<file path="config.mk">
export PLATFORM = sky130hd
export DESIGN_NAME = rename_unit
export DESIGN_NICKNAME = d
export VERILOG_FILES = /design/src/rtl/rename_pkg.sv /design/src/rtl/rename_free_list.sv /design/src/rtl/rename_alias_tables.sv /design/src/rtl/rename_rob.sv /design/src/rtl/rename_unit.sv
export SDC_FILE = /design/constraint.sdc
export NUM_CORES = 1
export LEC_CHECK = 0
export BUFFER_PORTS_ARGS = -buffer_cell sky130_fd_sc_hd__buf_2
export CAP_MARGIN = 20
export CORE_UTILIZATION = 40
export DETAILED_ROUTE_END_ITERATION = 8
export GPL_ROUTABILITY_DRIVEN = 0
export MAX_ROUTING_LAYER = met4
export SLEW_MARGIN = 10
export SYNTH_ARGS = -nofsm -noshare
export SYNTH_HDL_FRONTEND = slang
export SYNTH_SLANG_ARGS = --single-unit
</file>
<file path="constraint.sdc">
create_clock -name clk -period 4.58 [get_ports clk]
set_input_delay 0.916 -clock clk [delete_from_list [all_inputs] [get_ports clk]]
set_output_delay 0.916 -clock clk [all_outputs]
set_load 0.02 [all_outputs]
</file>
<file path="src/rtl/rename_pkg.sv">
package rename_pkg;

    typedef enum logic [1:0] {
        SLOT_FREE = 2'd0,
        SLOT_WAIT = 2'd1,
        SLOT_DONE = 2'd2
    } slot_state_e;

    function automatic int unsigned wrap_inc(input int unsigned ptr, input int unsigned depth);
        return (ptr == depth - 1) ? 0 : ptr + 1;
    endfunction

endpackage

</file>
<file path="src/rtl/rename_free_list.sv">
module rename_free_list #(
    parameter  int unsigned NUM_ARCH = 8,
    parameter  int unsigned NUM_PHYS = 32,
    localparam int unsigned PHYS_W   = $clog2(NUM_PHYS)
) (
    input  logic                clk,
    input  logic                rst,
    input  logic                alloc_en,
    output logic [PHYS_W-1:0]   alloc_idx,
    output logic                any_free,
    input  logic                rel_en,
    input  logic [PHYS_W-1:0]   rel_idx,
    input  logic                flush,
    input  logic [NUM_PHYS-1:0] mapped_mask
);

    logic [NUM_PHYS-1:0] free_q;
    logic [NUM_PHYS-1:0] free_d;

    // lowest-numbered free register wins
    always_comb begin
        alloc_idx = '0;
        for (int i = NUM_PHYS - 1; i >= 0; i--) begin
            if (free_q[i]) alloc_idx = PHYS_W'(i);
        end
    end

    assign any_free = |free_q;

    always_comb begin
        free_d = free_q;
        if (alloc_en) free_d[alloc_idx] = 1'b0;
        if (rel_en)   free_d[rel_idx]   = 1'b1;
    end

    always_ff @(posedge clk) begin
        if (rst) begin
            for (int i = 0; i < NUM_PHYS; i++) begin
                free_q[i] <= (i >= int'(NUM_ARCH));
            end
        end else if (flush) begin
            free_q <= ~mapped_mask;
        end else begin
            free_q <= free_d;
        end
    end

endmodule

</file>
<file path="src/rtl/rename_alias_tables.sv">
module rename_alias_tables #(
    parameter  int unsigned NUM_ARCH = 8,
    parameter  int unsigned NUM_PHYS = 32,
    localparam int unsigned ARCH_W   = $clog2(NUM_ARCH),
    localparam int unsigned PHYS_W   = $clog2(NUM_PHYS)
) (
    input  logic                clk,
    input  logic                rst,
    input  logic [ARCH_W-1:0]   rd_a_arch,
    input  logic [ARCH_W-1:0]   rd_b_arch,
    input  logic [ARCH_W-1:0]   rd_dst_arch,
    output logic [PHYS_W-1:0]   rd_a_phys,
    output logic [PHYS_W-1:0]   rd_b_phys,
    output logic [PHYS_W-1:0]   rd_dst_phys,
    input  logic                spec_wr_en,
    input  logic [ARCH_W-1:0]   spec_wr_arch,
    input  logic [PHYS_W-1:0]   spec_wr_phys,
    input  logic                commit_en,
    input  logic [ARCH_W-1:0]   commit_arch,
    input  logic [PHYS_W-1:0]   commit_phys,
    input  logic                flush,
    output logic [NUM_PHYS-1:0] mapped_mask
);

    logic [PHYS_W-1:0] spec_q [NUM_ARCH];
    logic [PHYS_W-1:0] cmt_q  [NUM_ARCH];

    assign rd_a_phys   = spec_q[rd_a_arch];
    assign rd_b_phys   = spec_q[rd_b_arch];
    assign rd_dst_phys = spec_q[rd_dst_arch];

    always_comb begin
        mapped_mask = '0;
        for (int i = 0; i < NUM_ARCH; i++) begin
            mapped_mask[cmt_q[i]] = 1'b1;
        end
    end

    generate
        for (genvar g = 0; g < NUM_ARCH; g++) begin : g_entry
            always_ff @(posedge clk) begin
                if (rst) begin
                    spec_q[g] <= PHYS_W'(g);
                end else if (flush) begin
                    spec_q[g] <= cmt_q[g];
                end else if (spec_wr_en && spec_wr_arch == ARCH_W'(g)) begin
                    spec_q[g] <= spec_wr_phys;
                end
            end

            always_ff @(posedge clk) begin
                if (rst) begin
                    cmt_q[g] <= PHYS_W'(g);
                end else if (commit_en && commit_arch == ARCH_W'(g)) begin
                    cmt_q[g] <= commit_phys;
                end
            end
        end
    endgenerate

endmodule

</file>
<file path="src/rtl/rename_rob.sv">
module rename_rob
    import rename_pkg::*;
#(
    parameter  int unsigned DEPTH  = 16,
    parameter  int unsigned ARCH_W = 3,
    parameter  int unsigned PHYS_W = 5,
    localparam int unsigned IDX_W  = $clog2(DEPTH),
    localparam int unsigned CNT_W  = $clog2(DEPTH + 1)
) (
    input  logic              clk,
    input  logic              rst,
    input  logic              flush,
    input  logic              push_en,
    input  logic              push_has_dst,
    input  logic [ARCH_W-1:0] push_arch,
    input  logic [PHYS_W-1:0] push_new_phys,
    input  logic [PHYS_W-1:0] push_old_phys,
    output logic [IDX_W-1:0]  tail_idx,
    output logic              full,
    input  logic              cmp_en,
    input  logic [IDX_W-1:0]  cmp_idx,
    input  logic              pop_en,
    output logic              head_done,
    output logic              head_has_dst,
    output logic [ARCH_W-1:0] head_arch,
    output logic [PHYS_W-1:0] head_new_phys,
    output logic [PHYS_W-1:0] head_old_phys
);

    typedef struct packed {
        logic              has_dst;
        logic [ARCH_W-1:0] arch;
        logic [PHYS_W-1:0] new_phys;
        logic [PHYS_W-1:0] old_phys;
    } rob_entry_t;

    slot_state_e       state_q [DEPTH];
    rob_entry_t        entry_q [DEPTH];
    logic [IDX_W-1:0]  head_q;
    logic [IDX_W-1:0]  tail_q;
    logic [CNT_W-1:0]  count_q;
    logic [IDX_W-1:0]  head_nxt;
    logic [IDX_W-1:0]  tail_nxt;
    rob_entry_t        push_entry;
    rob_entry_t        head_entry;

    assign head_nxt = IDX_W'(wrap_inc(int'(head_q), DEPTH));
    assign tail_nxt = IDX_W'(wrap_inc(int'(tail_q), DEPTH));

    assign push_entry = '{has_dst: push_has_dst, arch: push_arch,
                          new_phys: push_new_phys, old_phys: push_old_phys};
    assign head_entry = entry_q[head_q];

    assign tail_idx      = tail_q;
    assign full          = (count_q == CNT_W'(DEPTH));
    assign head_done     = (state_q[head_q] == SLOT_DONE);
    assign head_has_dst  = head_entry.has_dst;
    assign head_arch     = head_entry.arch;
    assign head_new_phys = head_entry.new_phys;
    assign head_old_phys = head_entry.old_phys;

    always_ff @(posedge clk) begin
        if (rst || flush) begin
            head_q  <= '0;
            tail_q  <= '0;
            count_q <= '0;
            for (int i = 0; i < DEPTH; i++) state_q[i] <= SLOT_FREE;
        end else begin
            if (cmp_en && state_q[cmp_idx] == SLOT_WAIT) begin
                state_q[cmp_idx] <= SLOT_DONE;
            end
            if (pop_en) begin
                state_q[head_q] <= SLOT_FREE;
                head_q          <= head_nxt;
            end
            if (push_en) begin
                state_q[tail_q] <= SLOT_WAIT;
                tail_q          <= tail_nxt;
            end
            case ({push_en, pop_en})
                2'b10:   count_q <= count_q + CNT_W'(1);
                2'b01:   count_q <= count_q - CNT_W'(1);
                default: count_q <= count_q;
            endcase
        end
    end

    always_ff @(posedge clk) begin
        if (push_en) entry_q[tail_q] <= push_entry;
    end

endmodule

</file>
<file path="src/rtl/rename_unit.sv">
module rename_unit #(
    parameter  int unsigned NUM_ARCH  = 8,
    parameter  int unsigned NUM_PHYS  = 32,
    parameter  int unsigned ROB_DEPTH = 16,
    localparam int unsigned ARCH_W    = $clog2(NUM_ARCH),
    localparam int unsigned PHYS_W    = $clog2(NUM_PHYS),
    localparam int unsigned ROB_W     = $clog2(ROB_DEPTH)
) (
    input  logic              clk,
    input  logic              rst,
    input  logic              in_valid,
    output logic              in_ready,
    input  logic              in_has_dst,
    input  logic [ARCH_W-1:0] in_dst_arch,
    input  logic [ARCH_W-1:0] in_src_a_arch,
    input  logic [ARCH_W-1:0] in_src_b_arch,
    output logic [ROB_W-1:0]  out_rob_idx,
    output logic [PHYS_W-1:0] out_src_a_phys,
    output logic [PHYS_W-1:0] out_src_b_phys,
    output logic [PHYS_W-1:0] out_dst_phys,
    output logic [PHYS_W-1:0] out_old_phys,
    input  logic              cmp_valid,
    input  logic [ROB_W-1:0]  cmp_rob_idx,
    input  logic              flush,
    output logic              ret_valid,
    output logic              ret_has_dst,
    output logic [ARCH_W-1:0] ret_arch,
    output logic [PHYS_W-1:0] ret_new_phys,
    output logic [PHYS_W-1:0] ret_old_phys
);

    logic                accept;
    logic                alloc_en;
    logic                retire;
    logic                rob_full;
    logic                any_free;
    logic [PHYS_W-1:0]   alloc_idx;
    logic [PHYS_W-1:0]   prev_map;
    logic [NUM_PHYS-1:0] mapped_mask;
    logic                head_done;

    assign in_ready = !rob_full && any_free && !flush;
    assign accept   = in_valid && in_ready;
    assign alloc_en = accept && in_has_dst;
    assign retire   = head_done && !flush;

    assign out_dst_phys = in_has_dst ? alloc_idx : '0;
    assign out_old_phys = in_has_dst ? prev_map  : '0;
    assign ret_valid    = retire;

    rename_free_list #(
        .NUM_ARCH (NUM_ARCH),
        .NUM_PHYS (NUM_PHYS)
    ) u_free (
        .clk         (clk),
        .rst         (rst),
        .alloc_en    (alloc_en),
        .alloc_idx   (alloc_idx),
        .any_free    (any_free),
        .rel_en      (retire && ret_has_dst),
        .rel_idx     (ret_old_phys),
        .flush       (flush),
        .mapped_mask (mapped_mask)
    );

    rename_alias_tables #(
        .NUM_ARCH (NUM_ARCH),
        .NUM_PHYS (NUM_PHYS)
    ) u_tables (
        .clk          (clk),
        .rst          (rst),
        .rd_a_arch    (in_src_a_arch),
        .rd_b_arch    (in_src_b_arch),
        .rd_dst_arch  (in_dst_arch),
        .rd_a_phys    (out_src_a_phys),
        .rd_b_phys    (out_src_b_phys),
        .rd_dst_phys  (prev_map),
        .spec_wr_en   (alloc_en),
        .spec_wr_arch (in_dst_arch),
        .spec_wr_phys (alloc_idx),
        .commit_en    (retire && ret_has_dst),
        .commit_arch  (ret_arch),
        .commit_phys  (ret_new_phys),
        .flush        (flush),
        .mapped_mask  (mapped_mask)
    );

    rename_rob #(
        .DEPTH  (ROB_DEPTH),
        .ARCH_W (ARCH_W),
        .PHYS_W (PHYS_W)
    ) u_rob (
        .clk           (clk),
        .rst           (rst),
        .flush         (flush),
        .push_en       (accept),
        .push_has_dst  (in_has_dst),
        .push_arch     (in_dst_arch),
        .push_new_phys (out_dst_phys),
        .push_old_phys (out_old_phys),
        .tail_idx      (out_rob_idx),
        .full          (rob_full),
        .cmp_en        (cmp_valid),
        .cmp_idx       (cmp_rob_idx),
        .pop_en        (retire),
        .head_done     (head_done),
        .head_has_dst  (ret_has_dst),
        .head_arch     (ret_arch),
        .head_new_phys (ret_new_phys),
        .head_old_phys (ret_old_phys)
    );

endmodule

</file>
# [Word-level counts from Yosys, hierarchy flattened]
# Memories as Yosys holds them, arrays and structs flattened. A register that Yosys moved wholly into a read port is not among the register bits.
# Index checks and enable logic that the tools add are counted.
[word_totals] out_inout_bits=40 elab_cells=301 inputBits=19 ff_bits=45 mem_count=4 mem_bits_rw=336
[memory_table] memory="u_rob.entry_q" depth=16 width=14 rd=1 rd_ports_with_merged_regs=1 wr=1 line="rename_rob.sv:38" source="rob_entry_t entry_q [DEPTH];"
[memory_table] memory="u_tables.cmt_q" depth=8 width=5 rd=8 rd_ports_with_merged_regs=0 wr=8 line="rename_alias_tables.sv:26" source="logic [PHYS_W-1:0] cmt_q [NUM_ARCH];"
[memory_table] memory="u_tables.spec_q" depth=8 width=5 rd=3 rd_ports_with_merged_regs=0 wr=8 line="rename_alias_tables.sv:25" source="logic [PHYS_W-1:0] spec_q [NUM_ARCH];"
[memory_table] memory="u_rob.state_q" depth=16 width=2 rd=2 rd_ports_with_merged_regs=1 wr=16 line="rename_rob.sv:37" source="slot_state_e state_q [DEPTH];"
[classes] addsub=4 reduce_logical=43 n_lt_le_gt_ge=20 muxes=170 n_eq_ne=21 n_bitwise=35
[op_table] operator="5-bit 2-to-1 mux" count=58
[op_table] operator="32-bit OR" count=8
[op_table] operator="32-bit 2-to-1 mux" count=3
[op_table] operator="1-bit 2-to-1 mux" count=86
[op_table] operator="32-bit NOT" count=2
[op_table] operator="5-bit by 6-bit < comparator with 1-bit output (second input constant)" count=10
[op_table] operator="1-bit demux with 5-bit select" count=10
[op_table] operator="5-bit by 1-bit greater-or-equal comparator with 1-bit output (second input constant)" count=10
[op_table] operator="4-bit 2-to-1 mux" count=9
[op_table] operator="1-bit logical AND" count=33
[op_table] operator="32-bit bitwise AND" count=1
[op_table] operator="32-bit OR reduction" count=1
[op_table] operator="3-bit equality test (second input constant)" count=8
[op_table] operator="1-bit OR" count=24
[op_table] operator="3-bit by 2-bit equality test with 1-bit output (second input constant)" count=4
[op_table] operator="5-bit case mux with 2 select lines" count=1
[op_table] operator="4-bit by 1-bit adder with 4-bit output (second input constant)" count=2
[op_table] operator="4-bit equality test (second input constant)" count=2
[op_table] operator="3-bit by 1-bit equality test with 1-bit output (second input constant)" count=2
[op_table] operator="3-bit logical NOT" count=2
[op_table] operator="2-bit 2-to-1 mux" count=3
[op_table] operator="2-bit OR reduction" count=3
[op_table] operator="5-bit by 1-bit adder with 5-bit output (second input constant)" count=1
[op_table] operator="5-bit equality test (second input constant)" count=1
[op_table] operator="other kinds (6)" count=9

# [Logic depth before layout (Yosys ltp)]
# Gate-level depths: netlist of the first run.
[logic_depth] ltp_word=42 mapped_depth=17 depth_no_buf=14

# [Cells and area by module]
# Synthesis of the first run repeated with hierarchy kept, for this count alone.
[hier_totals] cells_unflattened=1620 area_unflattened_um2=20209.4
[by_module_without_submodules] module="rename_rob" cells_each=692 area_per_inst_um2=11467.2 n_inst=1 seq_area_each_um2=7707.4
[by_module_without_submodules] module="rename_alias_tables" cells_each=602 area_per_inst_um2=6341.1 n_inst=1 seq_area_each_um2=2402.3
[by_module_without_submodules] module="rename_free_list" cells_each=310 area_per_inst_um2=2296.0 n_inst=1 seq_area_each_um2=640.6
[by_module_without_submodules] module="rename_unit" cells_each=16 area_per_inst_um2=105.1 n_inst=1 seq_area_each_um2=0.0

# [Worst setup path before layout of the first run]
# No wires, ideal clock.
[synth_timing] path_type="input-to-output" start="input in_dst_arch[0]" end="output out_old_phys[1]" stages=5 path_slack_ps=992 n_path_buf=2 required_time_ps=3664 arrival_ps=2672 path_cell_list="clkbuf_1 -> clkbuf_1 -> mux4_2 -> mux2i_1 -> nor2_1"
[synth_via] elab_chain_cells=2
[synth_rtl] item="start, declared" line="rename_unit.sv:14" source="input logic [ARCH_W-1:0] in_dst_arch,"
[synth_rtl] item="memory 8 x 5 bit"
[synth_rtl] item="5-bit 2-to-1 mux" line="rename_unit.sv:48" source="assign out_old_phys = in_has_dst ? prev_map : '0;"
[synth_rtl] item="end, declared" line="rename_unit.sv:21" source="output logic [PHYS_W-1:0] out_old_phys,"
# No other way between the ends.

==> results of run 1 <==
## state kept, by name (all words and copies together), names as in the netlist, named ones only
| name | count |
|---|---|
| u_rob.head_q | 4 |
| u_rob.count_q | 5 |
| u_tables.spec_q | 40 |
| u_rob.tail_idx | 4 |
| u_tables.cmt_q | 40 |
| u_free.free_q | 32 |
| u_rob.entry_q | 224 |
| u_rob.state_q | 32 |
## per-stage QoR
stage / power, mW / instance area [um2] / setup WS, ps
3_3_place_gp: 4.486 / 20680 / 739.3
4_1_cts: 7.729 / 21980 / 184.5
6_report: 7.714 / 22000 / 242.3
3_5_place_dp: 4.491 / 20680 / 667.7
2_1_floorplan: 4.262 / 19650 / 992.2
5_1_grt: 7.911 / 22000 / 89.03
## power breakdown
| part | leakage, nW | internal (mW) | switching [mW] |
|---|---|---|---|
| combinational | 2.89 | 0.170 | 0.383 |
| sequential | 3.48 | 3.82 | 0.0737 |
| clock | 0.633 | 1.89 | 1.38 |
| total | 7.00 | 5.88 | 1.84 |
## cell type report
class | instances | area (um2) | area share (%)
diodes | 1 | 2.502 | 0.01138
clock buffers | 51 | 1106 | 5.028
clock inverters | 23 | 195.2 | 0.8874
inverters | 49 | 183.9 | 0.8362
multi-input cells | 1090 | 8273 | 37.61
flip-flops and latches | 385 | 10760 | 48.90
well taps | 615 | 769.5 | 3.498
repair buffers | 114 | 710.7 | 3.231
## final timing paths
kind	to	slack, ps	depth (start not counted)
max	ret_arch[0]	240	4
min	u_rob.state_q[14][1]	480	2
max reg2reg	u_tables.cmt_q[0][6]	680	5
min reg2reg	u_rob.state_q[14][1]	480	2
## cell usage in the layout (no fill, tap or decap), types with 37 or more instances in the layout
master / instances
a21oi_1: 55
buf_2: 58
buf_4: 56
clkbuf_16: 43
dfxtp_1: 79
edfxtp_1: 304
inv_1: 45
mux4_2: 97
nand2_1: 120
nand3_1: 57
nor2_1: 138
nor3_1: 37
o21ai_0: 55
o22ai_1: 78
## tightest hold or removal path: cells and delay by family (launching register included)
kind | cells | cell delay, ps
and+or+nand+nor | 1 | 50
DFF | 1 | 310
AOI/OAI and AO/OA | 1 | 60
## cells by family after synthesis
logic type,Yosys count
DFF,385
AOI/OAI and AO/OA,379
muxes,123
buffers and inverters,168
xor gates and xnor gates,6
adders and majority gates,13
and+or+nand+nor,569
## layer usage
| metal | wire length (um) | GRT usage (%) | up-vias |
|---|---|---|---|
| met5 | 0 | - | - |
| met3 | 7534 | 7.358 | 283 |
| li1 | - | - | 6553 |
| met4 | 3030 | 10.83 | 0 |
| met2 | 29190 | 39.96 | 1071 |
| met1 | 25440 | 34.09 | 7626 |
==> impl_summary.log, run 1 <==
INFO  metric totalWireLength = 65,200 um
INFO  metric gr-total-overflow = 0
INFO  metric start_util = approximately two fifths
INFO  metric antenna_violating_nets_post_route = 0
INFO  metric timing.critical_path.mode_cell = mux4_2
INFO  metric die_x = between 200 and 250 um
INFO  metric nets = 1,714
INFO  metric final_layout_size_suffix_gt1_share = 19.80%
INFO  metric crit_fanout = 40
INFO  metric synth_top_area_share = ~46%
INFO  metric clock_latency = approximately 570 ps
INFO  metric cts_buffers = 42
INFO  metric yosys.area_share.xor_xnor = less than 1%
INFO  metric floorplan.io_pins = 59
INFO  metric violations_in_the_final_reports = DRC
INFO  metric row_count = 80
INFO  metric layout_min_cycle_time = 4338 ps
INFO  metric htreeDepth = 2
INFO  metric post_drt_via_cell_ratio = 6.672
INFO  metric min-delay-start = u_rob.state_q[14][1]
INFO  metric syn_area_per_cell = 11.96 um2
INFO  metric synth.area.mux_share = 12.53%
INFO  metric timing.setup.tns = 0 ps
INFO  metric post_synth_instance_area = 0.01965 mm2
INFO  metric vias_in_the_first_global_route = about 15,000
INFO  metric powerDensity = about 350 mW/mm2
INFO  metric synth_enable_flop_cells = just over 300
INFO  metric ys_top_cells_by_area = edfxtp_1, mux4_2, dfxtp_1
INFO  metric p_leak = 6.996 nW
INFO  metric slew_viol_final = 0
INFO  metric cts.repair.resized = 0
INFO  metric ctsRootBufferMaster = clkbuf_16
INFO  metric rsz0062_at_grt = no
INFO  metric finish.cell_count_without_fillers = 2,328
INFO  metric cp-start-kind = flop
INFO  metric worstPathBufferInverterCount = 2
INFO  metric numPortBuffers = 58
INFO  metric grt.total_usage = 26.64%
INFO  metric synth_top_cells_by_count = edfxtp_1, nor2_1, nand2_1, mux4_2, clkbuf_1
INFO  metric critical_path.slowest_cell = dfxtp_4
INFO  metric cts_tree = yes
INFO  metric path_class = reg -> out
INFO  metric synth_compound_gate_area_share = a little over an eighth
INFO  metric yosys.area_share.adder = 0.8661%
INFO  metric place_inst = 2,251
INFO  metric antenna_found_initial = 1
INFO  metric syn2layout_area_growth = 11.96%
INFO  metric vdd_drop_max = approximately 0.00027 V
INFO  metric worstSetupEndpointType = output pin
INFO  metric post_cts_setup_driven_buffer_insertion_count = 0
INFO  metric finalHoldWorstSlack = 480.7 ps
INFO  metric yosys_warnings = 0
INFO  metric synth_area_leader_cell = edfxtp_1
INFO  metric status = complete, but fails checks
INFO  metric main_combinational_cell_family_by_area_after_synthesis = simple AND/OR/NAND/NOR gates
INFO  metric fillers = 4,331
INFO  metric synthesis.nets = 1,675
INFO  metric dp.final_hpwl = between 40,000 and 50,000 um
INFO  metric post_cts_hold_buffer_count = 0
INFO  metric min_path_type = reg -> reg
INFO  metric worst_setup_hold_path_clk_slew = ~60 ps
INFO  metric dr.first_iter.drc_count = roughly 2,500
INFO  metric yosysUniqueCellTypes = 78
INFO  metric drt-wirelength-per-cell = 28.00 um
INFO  metric syn_inst = between 1,500 and 2,000
INFO  metric critical_path.top_delay_family = multiplexers
INFO  metric die_area = 0.05001 mm2
INFO  metric detailroute.via_count = around 16,000
INFO  metric tritoncts_num_sinks = roughly 390
INFO  metric fmax = 230.5 MHz
INFO  metric cts-root-to-sink-buffers = 3
INFO  metric cp_cell_sequence = buf_4 > mux4_2 > mux4_2 > buf_2
INFO  metric fin_util = 45.78%
INFO  metric grt_pass1_wl = roughly 96,000 um
INFO  metric relSlewSlack = between 20% and 30%
INFO  metric grt_start_max_net_pins = slightly above 40
INFO  metric placeable_core_region = 0.04805 mm2
INFO  metric firstDrtPassIters = 9
INFO  metric setup_viol = 0
INFO  metric synth.ff_latch_count = 385
INFO  metric fin_crit_sh = about 95%
INFO  metric cpPeakStageDelay = ~760 ps
INFO  metric drv_cap = 0
INFO  metric synth_simple_gate_area_share = 14.95%
INFO  metric fin_skew = 17.23 ps
INFO  metric arrival = 3420 ps
INFO  metric die_h = 223.6 um
INFO  metric report.final.hold_viol_count = 0
INFO  metric max_slew.worst_pin.slew = 1102 ps
INFO  metric async_set_reset_flop_share_out_of_synthesis = 0%
INFO  metric post-synth-top-count-cell = edfxtp_1
INFO  metric sequential_cell_area_fraction_in_the_yosys_report = 54.72%
INFO  metric critical_path_required = about 3700 ps
INFO  metric top_ff_cell_synth = edfxtp_1
INFO  metric drc = 37
(Power assumes the default switching activity.)
==> run 2: changes to the inputs <==
ABC_AREA = 1   (was not set)
==> impl_summary.log, run 2 <==
INFO  metric syn2layout_area_growth = 13.15%
INFO  metric status = complete, but fails checks
INFO  metric detailroute.via_count = 17,910 (+15%)
INFO  metric setup_viol = 0 (unchanged)
INFO  metric syn_area_per_cell = 8.964 um2 (-25%)
INFO  metric async_set_reset_flop_share_out_of_synthesis = 0% (unchanged)
INFO  metric die_area = 0.04981 mm2 (-0.39%)
INFO  metric vdd_drop_max = 0.0002669 V (-2.5%)
INFO  metric yosys_warnings = 0 (unchanged)
INFO  metric worstSetupEndpointType = output pin
INFO  metric worst_setup_hold_path_clk_slew = 60 ps (about the same)
INFO  metric drv_cap = 0 (unchanged)
INFO  metric firstDrtPassIters = 9 (unchanged)
INFO  metric timing.setup.tns = 0 ps (unchanged)
INFO  metric total_power = 7.886 mW (+2.2%)
INFO  metric largest_registers = u_rob.entry_q x224, u_tables.cmt_q x40, u_tables.spec_q x40
INFO  metric drc = 80 (+120%)
INFO  metric synth_top_cells_by_count = nor2_1, edfxtp_1, nand2_1, inv_1, o21ai_0
INFO  metric largest_reg_flops = 224 (unchanged)
INFO  metric fin_skew = 25.95 ps (+8.719 ps)
INFO  metric post_drt_via_cell_ratio = 6.200 (-7.1%)
INFO  metric row_count = 80 (unchanged)
INFO  metric floorplan.io_pins = 59 (unchanged)
INFO  metric numPortBuffers = 58 (unchanged)
INFO  metric nets = 2,274 (+33%)
INFO  metric top_ff_cell_synth = edfxtp_1
INFO  metric synthesis.nets = 2,215 (+32%)
INFO  metric pre_cts_setup_slack = 835.6 ps (+168.0 ps)
INFO  metric die_h = 223.2 um (-0.19%)
INFO  metric grt_pass1_wl = 101,500 um (+6.0%)
INFO  metric drt-wirelength-per-cell = 23.46 um (-16%)
INFO  metric dp.final_hpwl = 46,400 um (+7.4%)
INFO  metric die_x = 223.2 um (-0.19%)
INFO  metric fmax = 235.4 MHz (+2.1%)
INFO  metric critical_path.slowest_cell = dfxtp_1
INFO  metric post_cts_hold_buffer_count = 0 (unchanged)
INFO  metric cp-start-kind = flop
INFO  metric totalWireLength = 67,760 um (+3.9%)
INFO  metric postLayoutSetupSlackWorst = 332.6 ps (+90.35 ps)
INFO  metric antenna_violating_nets_post_route = 0 (unchanged)
INFO  metric path_class = reg -> out
INFO  metric finish.cell_count_without_fillers = 2,889 (+24%)
INFO  metric place_inst = 2,813 (+25%)
INFO  metric yosysUniqueCellTypes = 46 (-41%)
INFO  metric timing.critical_path.mode_cell = nand2_1
INFO  metric violations_in_the_final_reports = DRC
INFO  metric p_leak = 7.945 nW (+14%)
INFO  metric top_register = u_rob.entry_q
INFO  metric cts.repair.resized = 0 (unchanged)
INFO  metric htreeDepth = 2 (unchanged)
INFO  metric cts_tree = yes
INFO  metric sequential_cell_area_fraction_in_the_yosys_report = 54.94% (+0.22 points)
INFO  metric synth_enable_flop_cells = 304 (unchanged)
INFO  metric arrival = 3330 ps (-90 ps)
INFO  metric slew_viol_final = 0 (unchanged)
INFO  metric final_layout_size_suffix_gt1_share = 9.287% (-11 points)
INFO  metric post_cts_setup_driven_buffer_insertion_count = 0 (unchanged)
INFO  metric ctsRootBufferMaster = clkbuf_16
INFO  metric layout_min_cycle_time = 4247 ps (-90.35 ps)
INFO  metric synth_area_leader_cell = edfxtp_1
INFO  metric antenna_found_initial = 2 (+1)
INFO  metric layout.cells.most_common_list = edfxtp_1, nor2_1, nand2_1
INFO  metric fin_crit_sh = 92.74% (-2.0 points)
INFO  metric dr.first_iter.drc_count = 2,532 (+0.040%)
INFO  metric report.final.hold_viol_count = 0 (unchanged)
INFO  metric placeable_core_region = 0.04805 mm2 (unchanged)
INFO  metric clock_latency = 600 ps (+30 ps)
INFO  metric mostFrequentLayoutCell = edfxtp_1
INFO  metric post_synth_instance_area = 0.01957 mm2 (-0.39%)
INFO  metric start_util = 40.73% (-0.16 points)
INFO  metric critical_path_required = 3660 ps (about the same)
INFO  metric relSlewSlack = 41.50% (+16 points)
INFO  metric cts-root-to-sink-buffers = 3 (unchanged)
INFO  metric cpPeakStageDelay = 320 ps (-440 ps)
INFO  metric fillers = 4,556 (+5.2%)
INFO  metric gr-total-overflow = 0 (unchanged)
INFO  metric grt_start_max_net_pins = 114 (+180%)
INFO  metric syn_inst = 2,183 (+33%)
INFO  metric synth_top_area_share = 46.65% (+0.18 points)
INFO  metric ys_top_cells_by_area = edfxtp_1, dfxtp_1, nor2_1
INFO  metric grt.total_usage = 27.72% (+1.1 points)
INFO  metric cts_buffers = 42 (unchanged)
INFO  metric vias_in_the_first_global_route = 16,720 (+12%)
INFO  metric crit_fanout = 15 (-63%)
INFO  metric synth.ff_latch_count = 385 (unchanged)
INFO  metric tritoncts_num_sinks = 385 (unchanged)
INFO  metric max_slew.worst_pin.slew = 870.8 ps (-231.2 ps)
INFO  metric min_path_type = reg -> reg
INFO  metric powerDensity = 356.2 mW/mm2 (+1.6%)
INFO  metric rsz0062_at_grt = no
INFO  metric post-synth-top-count-cell = nor2_1
==> run 2: cell count changes in the layout (fill, tap and decap cells not counted), moves of 38 or more <==
| cell | before | now |
|---|---|---|
| nand2_1 | 120 | 270 |
| o21ai_0 | 55 | 233 |
| mux4_2 | 97 | 0 |
| nor2_1 | 138 | 302 |
| o221ai_1 | 5 | 59 |
| inv_1 | 45 | 258 |
| a22oi_1 | 4 | 50 |
| a21oi_1 | 55 | 93 |
==> run 2: power breakdown <==
part | switching, mW | internal [mW] | leakage [nW]
Clock | 1.44 | 2.01 | 0.677
Combinational | 0.432 | 0.137 | 3.79
Sequential | 0.0457 | 3.82 | 3.48
==> run 2: routing by layer <==
layer,global-route usage [%],share of wire (%),up-vias
li1,-,-,7971
met1,36.52,41,8482
met2,40.81,43,1202
met3,6.559,11,258
met4,11.77,4.8,0
met5,-,0,-
==> run 2: logic make-up (layout without fill, tap and decap cells) <==
group                    Yosys count  count (layout)  synth area share [%]
AND/OR/NAND/NOR                  782             782                 16.87
other                              0               2                     0
adder cells (fa/ha/maj)           13              13                0.8695
flip-flops                       385             385                 54.94
AO/OA/AOI/OAI                    640             640                 20.18
XOR/XNOR                           2               2               0.08953
buffers and inverters            361             450                 7.059
==> run 2: final timing paths <==
kind	startpoint	end	slack, ps	cells after the start
worst min register to register	u_rob.count_q[4]	u_rob.count_q[4]	460	1
worst max register to register	u_free.free_q[1]	u_rob.count_q[4]	1060	15
worst max-delay path	u_free.free_q[30]	out_dst_phys[0]	330	34
worst min-delay path	u_rob.count_q[4]	u_rob.count_q[4]	460	1
==> run 2: through the flow <==
step	util (%)	hold slack, ps	cell area, um2
after floorplan	-	422.8	19570
final	46.09	462.8	22140
after global placement	43.13	452.2	20720
after CTS	46.07	468.0	22140
after global routing	46.09	475.9	22140
after detailed placement	43.13	458.2	20720
==> run 2: cell type report <==
type / instances / area (um2) / share of cell area [%]
tap: 615 / 769.5 / 3.475
sequential: 385 / 10760 / 48.57
clock buffer: 60 / 1232 / 5.566
timing repair buffer: 109 / 698.2 / 3.153
clock inverter: 14 / 182.7 / 0.8250
antenna: 2 / 5.005 / 0.02260
multi-input combinational: 1437 / 7496 / 33.85
inverter: 267 / 1003 / 4.532
==> run 2: worst max-delay path, delay by kind of cell, from the launching register on <==
kind / cells / cell delay (ps)
buffers and inverters: 2 / 270
AND/OR/NAND/NOR: 32 / 2110
flip-flops: 1 / 320
